`src/rtl/sdcbg_pkg.sv`:
```
package sdcbg_pkg;
    localparam int COL_W   = 8;
    localparam int CODE_W  = 3;

    typedef enum logic [CODE_W-1:0] {
        LEN_1    = 3'b000,
        LEN_2    = 3'b001,
        LEN_4    = 3'b010,
        LEN_8    = 3'b011,
        LEN_PAGE = 3'b111
    } len_code_e;

    typedef struct packed {
        logic             active;
        logic             full;
        logic             ilv;
        logic [COL_W-1:0] cnt;
        logic [COL_W-1:0] len_m1;
        logic [COL_W-1:0] mask;
        logic [COL_W-1:0] base;
    } burst_state_t;
endpackage

```
`src/rtl/sdcbg_len_decode.sv`:
```
module sdcbg_len_decode
    import sdcbg_pkg::*;
#(
    parameter int W = COL_W
) (
    input  logic [CODE_W-1:0] len_code,
    input  logic              is_write,
    input  logic              single_wr,
    output logic [W-1:0]      len_m1,
    output logic [W-1:0]      mask,
    output logic              full
);
    logic [1:0] shift_d;
    logic       full_d;

    always_comb begin
        full_d  = 1'b0;
        shift_d = 2'd0;
        case (len_code)
            LEN_1:    shift_d = 2'd0;
            LEN_2:    shift_d = 2'd1;
            LEN_4:    shift_d = 2'd2;
            LEN_8:    shift_d = 2'd3;
            LEN_PAGE: full_d  = 1'b1;
            default:  shift_d = 2'd0;
        endcase
        // writes collapse to one beat in single-write mode
        if (single_wr && is_write) begin
            full_d  = 1'b0;
            shift_d = 2'd0;
        end
    end

    assign full   = full_d;
    assign len_m1 = full_d ? {W{1'b1}} : ((W'(1) << shift_d) - W'(1));
    assign mask   = full_d ? {W{1'b1}} : ((W'(1) << shift_d) - W'(1));
endmodule

```
`src/rtl/sdcbg_beat_ctrl.sv`:
```
module sdcbg_beat_ctrl
    import sdcbg_pkg::*;
#(
    parameter int W = COL_W
) (
    input  logic         clk,
    input  logic         rst_n,
    input  logic         start,
    input  logic         term,
    input  logic [W-1:0] start_col,
    input  logic         ilv_in,
    input  logic [W-1:0] len_m1_in,
    input  logic [W-1:0] mask_in,
    input  logic         full_in,
    output logic         active,
    output logic         last,
    output logic         ilv,
    output logic [W-1:0] base,
    output logic [W-1:0] cnt,
    output logic [W-1:0] mask
);
    burst_state_t st_d, st_q;
    logic         last_q;

    assign last_q = st_q.active && !st_q.full && (st_q.cnt == st_q.len_m1);

    always_comb begin
        st_d = st_q;
        if (start) begin
            st_d.active = 1'b1;
            st_d.full   = full_in;
            st_d.ilv    = ilv_in && !full_in;
            st_d.cnt    = '0;
            st_d.len_m1 = len_m1_in;
            st_d.mask   = mask_in;
            st_d.base   = start_col;
        end else if (term) begin
            st_d.active = 1'b0;
        end else if (st_q.active) begin
            if (last_q) st_d.active = 1'b0;
            else        st_d.cnt    = st_q.cnt + W'(1);
        end
    end

    always_ff @(posedge clk or negedge rst_n) begin
        if (!rst_n) st_q <= '0;
        else        st_q <= st_d;
    end

    assign active = st_q.active;
    assign last   = last_q;
    assign ilv    = st_q.ilv;
    assign base   = st_q.base;
    assign cnt    = st_q.cnt;
    assign mask   = st_q.mask;

    p_last_ends_r3: assert property (@(posedge clk) disable iff (!rst_n)
        (last && !start) |=> !active);
    p_term_stops_r7: assert property (@(posedge clk) disable iff (!rst_n)
        (term && !start) |=> !active);
    p_page_nolast_r6: assert property (@(posedge clk) disable iff (!rst_n)
        (active && st_q.full) |-> !last);
    p_run_holds_r2: assert property (@(posedge clk) disable iff (!rst_n)
        (active && !last && !term) |=> active);
endmodule

```
`src/rtl/sdcbg_addr_calc.sv`:
```
module sdcbg_addr_calc
    import sdcbg_pkg::*;
#(
    parameter int W = COL_W
) (
    input  logic         active,
    input  logic         ilv,
    input  logic [W-1:0] base,
    input  logic [W-1:0] cnt,
    input  logic [W-1:0] mask,
    output logic [W-1:0] col
);
    logic [W-1:0] sum_d;
    logic [W-1:0] mix_d;

    assign sum_d = base + cnt;

    for (genvar b = 0; b < W; b++) begin : g_bit
        always_comb begin
            if (!mask[b])  mix_d[b] = base[b];
            else if (ilv)  mix_d[b] = base[b] ^ cnt[b];
            else           mix_d[b] = sum_d[b];
        end
    end

    assign col = active ? mix_d : '0;
endmodule

```
`src/rtl/sdram_col_burst_gen.sv`:
```
module sdram_col_burst_gen
    import sdcbg_pkg::*;
(
    input  logic              clk,
    input  logic              rst_n,
    input  logic              start,
    input  logic [COL_W-1:0]  start_col,
    input  logic [CODE_W-1:0] len_code,
    input  logic              wrap_ilv,
    input  logic              is_write,
    input  logic              single_wr,
    input  logic              term,
    output logic [COL_W-1:0]  col_addr,
    output logic              col_valid,
    output logic              col_last
);
    logic [COL_W-1:0] dec_len_m1, dec_mask;
    logic             dec_full;
    logic             ctl_ilv;
    logic [COL_W-1:0] ctl_base, ctl_cnt, ctl_mask;

    sdcbg_len_decode #(.W(COL_W)) u_dec (
        .len_code (len_code),
        .is_write (is_write),
        .single_wr(single_wr),
        .len_m1   (dec_len_m1),
        .mask     (dec_mask),
        .full     (dec_full)
    );

    sdcbg_beat_ctrl #(.W(COL_W)) u_ctl (
        .clk      (clk),
        .rst_n    (rst_n),
        .start    (start),
        .term     (term),
        .start_col(start_col),
        .ilv_in   (wrap_ilv),
        .len_m1_in(dec_len_m1),
        .mask_in  (dec_mask),
        .full_in  (dec_full),
        .active   (col_valid),
        .last     (col_last),
        .ilv      (ctl_ilv),
        .base     (ctl_base),
        .cnt      (ctl_cnt),
        .mask     (ctl_mask)
    );

    sdcbg_addr_calc #(.W(COL_W)) u_addr (
        .active(col_valid),
        .ilv   (ctl_ilv),
        .base  (ctl_base),
        .cnt   (ctl_cnt),
        .mask  (ctl_mask),
        .col   (col_addr)
    );

    p_start_first_r1: assert property (@(posedge clk) disable iff (!rst_n)
        start |=> (col_valid && col_addr == $past(start_col)));
    p_single_write_r8: assert property (@(posedge clk) disable iff (!rst_n)
        (start && single_wr && is_write) |=> col_last);
    p_idle_zero_r9: assert property (@(posedge clk) disable iff (!rst_n)
        !col_valid |-> (col_addr == '0 && !col_last));
endmodule

```
`config.mk`:
```
export PLATFORM = sky130hd
export DESIGN_NAME = sdram_col_burst_gen
export DESIGN_NICKNAME = d
export VERILOG_FILES = /design/src/rtl/sdcbg_pkg.sv /design/src/rtl/sdcbg_len_decode.sv /design/src/rtl/sdcbg_beat_ctrl.sv /design/src/rtl/sdcbg_addr_calc.sv /design/src/rtl/sdram_col_burst_gen.sv
export SDC_FILE = /design/constraint.sdc
export NUM_CORES = 1
export LEC_CHECK = 0
export ABC_AREA = 1
export BUFFER_PORTS_ARGS = -buffer_cell sky130_fd_sc_hd__buf_2
export CORE_MARGIN = 3
export CORE_UTILIZATION = 37
export CTS_BUF_LIST = sky130_fd_sc_hd__clkbuf_8 sky130_fd_sc_hd__clkbuf_16
export DETAILED_ROUTE_END_ITERATION = 10
export HOLD_SLACK_MARGIN = 0.02
export SETUP_SLACK_MARGIN = 0.15
export SLEW_MARGIN = 20
export SYNTH_ARGS = -nofsm -noshare
export SYNTH_HDL_FRONTEND = slang
export SYNTH_HIERARCHICAL = 1
export SYNTH_SLANG_ARGS = --single-unit
```
`constraint.sdc`:
```
create_clock -name clk -period 4.75 [get_ports clk]
set_clock_uncertainty 0.1 [all_clocks]
set_input_delay 0.2375 -clock clk [delete_from_list [all_inputs] [get_ports clk]]
set_output_delay 0.2375 -clock clk [all_outputs]
set_load 0.1 [all_outputs]
```
==> results.py, run 1 <==
metrics = {
    "place": {
        "place_area_um2": 2370,
        "place_congestion": 0.809,
        "portBuffers": 27,
        "dp_cells": 400,
        "post-dp-hpwl_mm": 3.50,
    },
    "detailed_routing": {
        "detail-route-antenna-nets": 0,
        "wl_per_cell_um": 12.0,
        "route.vias.total": 1942,
        "totalWireLength_mm": 4.91,
        "dr.pass1.iters": 4,
        "drc": 0,
        "vias_per_cell": 4.75,
        "drtIter0Drc": 116,
    },
    "grt": {
        "grt_start_max_net_pins": 40,
        "grt.overflow.total": 0,
        "grt_pass1_vias": 1836,
        "grt_pass1_wl_mm": 8.53,
        "antenna_found_initial": 0,
        "gr-usage-all-layers_pct": 14.4,
    },
    "cts": {
        "clk_pin_slew_ns": 0.07,
        "clockBufferDepth": 2,
        "clkSinkCount": 35,
        "holdBufCountCts": 1,
        "htreeDepth": 2,
        "cts_setup_buffers": 0,
        "numCtsBuffers": 5,
        "post_cts_resized": 0,
        "root_buffer": "clkbuf_8",
        "cts_tree": "yes",
        "clock_latency_ns": 0.29,
    },
    "synth": {
        "synthSimpleGateAreaFrac_pct": 31.8,
        "synth_top_family_by_area": "simple AND/OR/NAND/NOR gates",
        "yosys-mux-area-fraction_pct": 0,
        "ys_types": 33,
        "syn_nets": 369,
        "yosys.area_share.adder_pct": 4.87,
        "seq_area_frac_synth_pct": 35.5,
        "yosysWarnings": 6,
        "synth-seq-cells": 35,
        "syn_inst": 342,
        "synth_compound_area_share_pct": 5.48,
        "synth_xor_area_share_pct": 2.84,
        "syn-cell-area_um2": 2470,
        "syn_area_per_cell_um2": 7.21,
    },
    "layout": {
        "fin_nets": 358,
        "most-common-layout-cells": "nand2_1 (125), inv_1 (35), dfrtp_1 (35)",
        "final_common_cell": "nand2_1",
        "fin_cells": 409,
        "n_antenna_cell": 0,
        "layout-area-overhead-vs-synth_pct": 1.42,
        "final_util_pct": 38.9,
        "fin_area_um2": 2500,
        "drive_gt1_share_pct": 13.9,
    },
    "power": {
        "powerDensity_nw_per_um2": 321,
        "power_mw": 0.803,
        "power_leakage_nw": 1.45,
        "ir_worst_vdd_uv": 113,
    },
    "worst_setup_path": {
        "cpPeakStageDelay_ns": 0.44,
        "startpoint": "u_ctl/cnt[0]",
        "cp.arrival_ns": 2.39,
        "rr_startpoint": "u_ctl/active",
        "path_delay_family": "adder cells",
        "critPathRequiredTime_ns": 4.41,
        "worstSetupPathType": "reg -> out",
        "critPathBufInv": 1,
        "cp_cell_sequence": "ha_1 > fa_1 > nand3_1 > nand2_1 > nand2_1 > nand3b_1 > a21oi_1 > nor2_1 > nor2_1 > buf_2",
        "startpoint_type": "flop",
        "path_max_fanout": 6,
        "crit_slowest_cell": "dfrtp_1",
        "end_kind": "output pin",
    },
    "floorplanning": {
        "io-pin-count": 28,
        "die_w_um": 87.6,
        "die_area_um2": 7680,
        "core_area_um2": 6420,
        "die_y_um": 87.6,
        "initial_utilization_pct": 38.4,
        "fp-row-count": 29,
    },
    "min_path": {
        "hold_class": "in -> reg",
        "hold_start": "start_col[7]",
    },
    "timing": {
        "setup_tns_ns": 0,
        "worstMarginPinSlew_ns": 0.858,
        "slew-limit-headroom_pct": 42.5,
        "maxSlewViolCount": 0,
        "rsz0062_at_grt": "false",
        "fmax_ghz": 0.367,
        "report.final.hold_viol_count": 0,
        "setup_violations": 0,
        "finalCriticalPeriod_ns": 2.73,
        "period_share_pct": 57.4,
    },
    "run_status": {
        "outcome": "finished, final reports clean",
    },
    "flow_run": {
        "cap_violations": 0,
    },
}
==> synthesized netlist by cell type <==
master / instances / share of area, %
a21oi_1: 7 / 1.4
a22o_1: 1 / 0.36
a31oi_1: 1 / 0.25
buf_1: 1 / 0.15
buf_2: 4 / 0.81
buf_4: 37 / 11
buf_6: 1 / 0.46
bufinv_8: 1 / 0.71
clkbuf_1: 3 / 0.46
dfrtp_1: 35 / 36
fa_1: 1 / 0.81
ha_1: 8 / 4.1
inv_1: 35 / 5.3
inv_2: 2 / 0.30
nand2_1: 125 / 19
nand2_2: 1 / 0.25
nand2_4: 1 / 0.46
nand3_1: 17 / 3.4
nand3_2: 2 / 0.81
nand3_4: 1 / 0.71
nand3b_1: 1 / 0.30
nand4_1: 10 / 2.5
nor2_1: 19 / 2.9
nor2_2: 1 / 0.25
nor2_4: 1 / 0.46
nor3_2: 1 / 0.41
o211ai_1: 1 / 0.30
o21ai_0: 13 / 2.6
o21ai_1: 1 / 0.20
o21bai_1: 1 / 0.30
or2_1: 1 / 0.25
xnor2_1: 3 / 1.1
xor2_1: 5 / 1.8
==> state kept, by name, summed over array words and instances (netlist names) <==
register      cells
u_ctl/cnt         8
u_ctl/active      1
u_ctl/base        8
u_ctl/st_q        9
u_ctl/ilv         1
u_ctl/mask        8
==> worst paths after layout <==
kind                                       end  depth (start not counted)  slack [ns]
worst min register to register  u_ctl/st_q[18]                          2        0.39
worst min-delay path             u_ctl/base[7]                          3        0.05
worst max-delay path               col_addr[6]                         10        2.02
worst max register to register    u_ctl/cnt[4]                          5        2.91
max in group asynchronous        u_ctl/mask[3]                          2        3.55
min in group asynchronous        u_ctl/base[6]                          2        0.48
==> routing by layer <==
metal | part of all wire, % | GRT usage, % | vias up | wire length, um
met5 | 0 | 0 | - | 0
met4 | 1.5 | 5.44 | 0 | 74
met3 | 4.8 | 3.39 | 5 | 234
met2 | 47 | 23.3 | 31 | 2290
met1 | 47 | 18.7 | 899 | 2310
li1 | - | - | 1007 | -
==> layout make-up <==
cell class	instances	area, um^2
clock buffer	6	82.6
clock inverter	2	35.0
fill	686	3920
inverter	38	156
multi-input combinational	223	1110
sequential	35	876
tap	77	96.3
timing repair buffer	28	145
==> through the flow <==
stage	hold WS, ns	setup WS [ns]
floorplan	-0.158	1.49
global placement	0.275	2.37
detailed placement	0.283	2.33
CTS	0.0404	2.01
global route	0.0401	1.82
finish	0.0489	2.02
==> where the power goes <==
part | internal (mW) | switching, mW
Clock | 0.170 | 0.107
Sequential | 0.317 | 0.0186
Combinational | 0.0457 | 0.145
Total | 0.532 | 0.270
==> logic make-up after synthesis <==
family | Yosys count
AOI/OAI and AO/OA | 25
xor gates and xnor gates | 8
buffers and inverters | 84
adders and majority gates | 9
and+or+nand+nor | 181
DFF | 35
==> worst min-delay path: cells and delay by family <==
kind / cells / cell delay, ns
buffers and inverters: 1 / 0.07
and+or+nand+nor: 2 / 0.09
Power figures use the tool's default switching activity.
==> run 2, diff against run 1 <==
==> constraint.sdc (replaced) <==
create_clock -name clk -period 2.7 [get_ports clk]
set_clock_uncertainty 0.1 [all_clocks]
set_input_delay 0.135 -clock clk [delete_from_list [all_inputs] [get_ports clk]]
set_output_delay 0.135 -clock clk [all_outputs]
set_load 0.1 [all_outputs]
==> results.py, run 2 (same netlist as run 1, synthesis figures left out) <==
metrics = {
    "detailed_routing": {
        "dr.pass1.iters": 4,
        "drc": 0,
        "totalWireLength_mm": 4.96,
        "detail-route-antenna-nets": 0,
        "drtIter0Drc": 107,
        "vias_per_cell": 4.65,
        "route.vias.total": 1959,
        "wl_per_cell_um": 11.8,
    },
    "timing": {
        "report.final.hold_viol_count": 0,
        "period_share_pct": 89.7,
        "finalCriticalPeriod_ns": 2.42,
        "fmax_ghz": 0.413,
        "rsz0062_at_grt": "true",
        "maxSlewViolCount": 0,
        "worstMarginPinSlew_ns": 0.782,
        "setup_tns_ns": 0,
        "slew-limit-headroom_pct": 47.9,
        "setup_violations": 0,
    },
    "grt": {
        "antenna_found_initial": 0,
        "grt.overflow.total": 0,
        "grt_pass1_wl_mm": 8.50,
        "grt_pass1_vias": 1789,
        "grt_start_max_net_pins": 40,
        "gr-usage-all-layers_pct": 14.2,
    },
    "worst_setup_path": {
        "startpoint_type": "flop",
        "worstSetupPathType": "reg -> out",
        "cp.arrival_ns": 2.19,
        "end_kind": "output pin",
        "path_delay_family": "adder cells",
        "cp_cell_sequence": "ha_1 > fa_1 > nand3_1 > nand2_1 > nand2_1 > nand3b_1 > a21oi_1 > nor2_2 > nor2_4 > buf_12",
        "path_max_fanout": 6,
        "critPathBufInv": 1,
        "crit_slowest_cell": "dfrtp_2",
        "crit_path_frequent_cell": "nand2_1",
        "cpPeakStageDelay_ns": 0.44,
        "critPathRequiredTime_ns": 2.47,
    },
    "layout": {
        "multiInputGateArea_um2": 1130,
        "layout-area-overhead-vs-synth_pct": 8.37,
        "fin_area_um2": 2670,
        "largest_register": "u_ctl/st_q",
        "fin_nets": 370,
        "drive_gt1_share_pct": 16.9,
        "final_common_cell": "nand2_1",
        "n_antenna_cell": 0,
        "final_util_pct": 41.6,
        "most-common-layout-cells": "nand2_1 (125), inv_1 (35), dfrtp_1 (32)",
        "largest_reg_flops": 9,
        "seqCellArea_um2": 880,
        "fill_cells": 687,
    },
    "min_path": {
        "hold_class": "in -> reg",
    },
    "place": {
        "place_area_um2": 2420,
        "portBuffers": 27,
        "post-dp-hpwl_mm": 3.54,
        "place_congestion": 0.780,
    },
    "power": {
        "ir_worst_vdd_uv": 213,
        "power_leakage_nw": 1.51,
        "powerDensity_nw_per_um2": 543,
        "power_mw": 1.45,
    },
    "floorplanning": {
        "die_y_um": 87.6,
        "core_area_um2": 6420,
        "die_w_um": 87.6,
        "io-pin-count": 28,
        "fp-row-count": 29,
        "initial_utilization_pct": 38.4,
        "die_area_um2": 7680,
    },
    "cts": {
        "clockBufferDepth": 2,
        "clock_latency_ns": 0.29,
        "root_buffer": "clkbuf_8",
        "cts_tree": "yes",
        "numCtsBuffers": 5,
        "clk_pin_slew_ns": 0.07,
        "clkSinkCount": 35,
        "htreeDepth": 2,
    },
    "flow_run": {
        "cap_violations": 0,
    },
    "run_status": {
        "outcome": "finished, final reports clean",
    },
}
[run 2: worst paths after layout]
path / endpoint / cells after the start / slack (ns) / startpoint
setup / recovery: col_addr[6] / 10 / 0.28 / u_ctl/cnt[0]
min in group asynchronous: u_ctl/mask[5] / 2 / 0.36 / rst_n
hold / removal: u_ctl/mask[0] / 5 / 0.13 / len_code[0]
setup reg to reg: u_ctl/cnt[1] / 7 / 1.10 / u_ctl/cnt[7]
hold reg to reg: u_ctl/st_q[18] / 2 / 0.40 / u_ctl/st_q[18]
max in group asynchronous: u_ctl/cnt[4] / 2 / 1.58 / rst_n
[run 2: routing by layer]
layer	GRT usage, %	vias up	routed length [um]
met5	0	-	0
met4	4.18	0	75
met3	3.39	7	187
met2	22.9	31	2380
met1	18.9	891	2310
li1	-	1030	-
[run 2: per-stage QoR]
| stage | hold slack [ns] | cells | worst slack, ns |
|---|---|---|---|
| CTS | 0.127 | 421 | 0.184 |
| detailed placement | 0.178 | 403 | 0.397 |
| global placement | 0.167 | 403 | 0.412 |
| floorplan | -0.261 | 342 | 0.190 |
| finish | 0.134 | 421 | 0.277 |
| global route | 0.173 | 421 | 0.138 |
[run 2: timing repair]
item | in CTS | in global routing
endpoints found under the hold margin | 44 | 0
endpoints found under the setup margin | 2 | 4
hold buffers | 10 | 0
gates cloned | 0 | 0
setup buffers | 0 | 0
pin swaps | 0 | 0
gates resized for setup | 2 | 12
[run 2: area by class of cell]
type                       instances  share of cell area [%]
multi-input combinational        223                    42.5
sequential                        35                    32.9
timing repair buffer              40                    10.8
inverter                          38                    5.85
tap                               77                    3.60
clock buffer                       6                    3.09
clock inverter                     2                    1.31
[run 2: where the power goes]
part	switching (mW)	leakage [nW]	total [mW]	internal, mW
clock network	0.194	0.0612	0.493	0.299
logic	0.265	0.996	0.370	0.105
registers	0.0310	0.452	0.588	0.557
[run 2: tightest hold or removal path, cell delays in order]
cell     delay, ns
buf_2         0.11
nand3_1       0.08
nand2_1       0.06
nand2_1       0.06
nand2_1       0.04
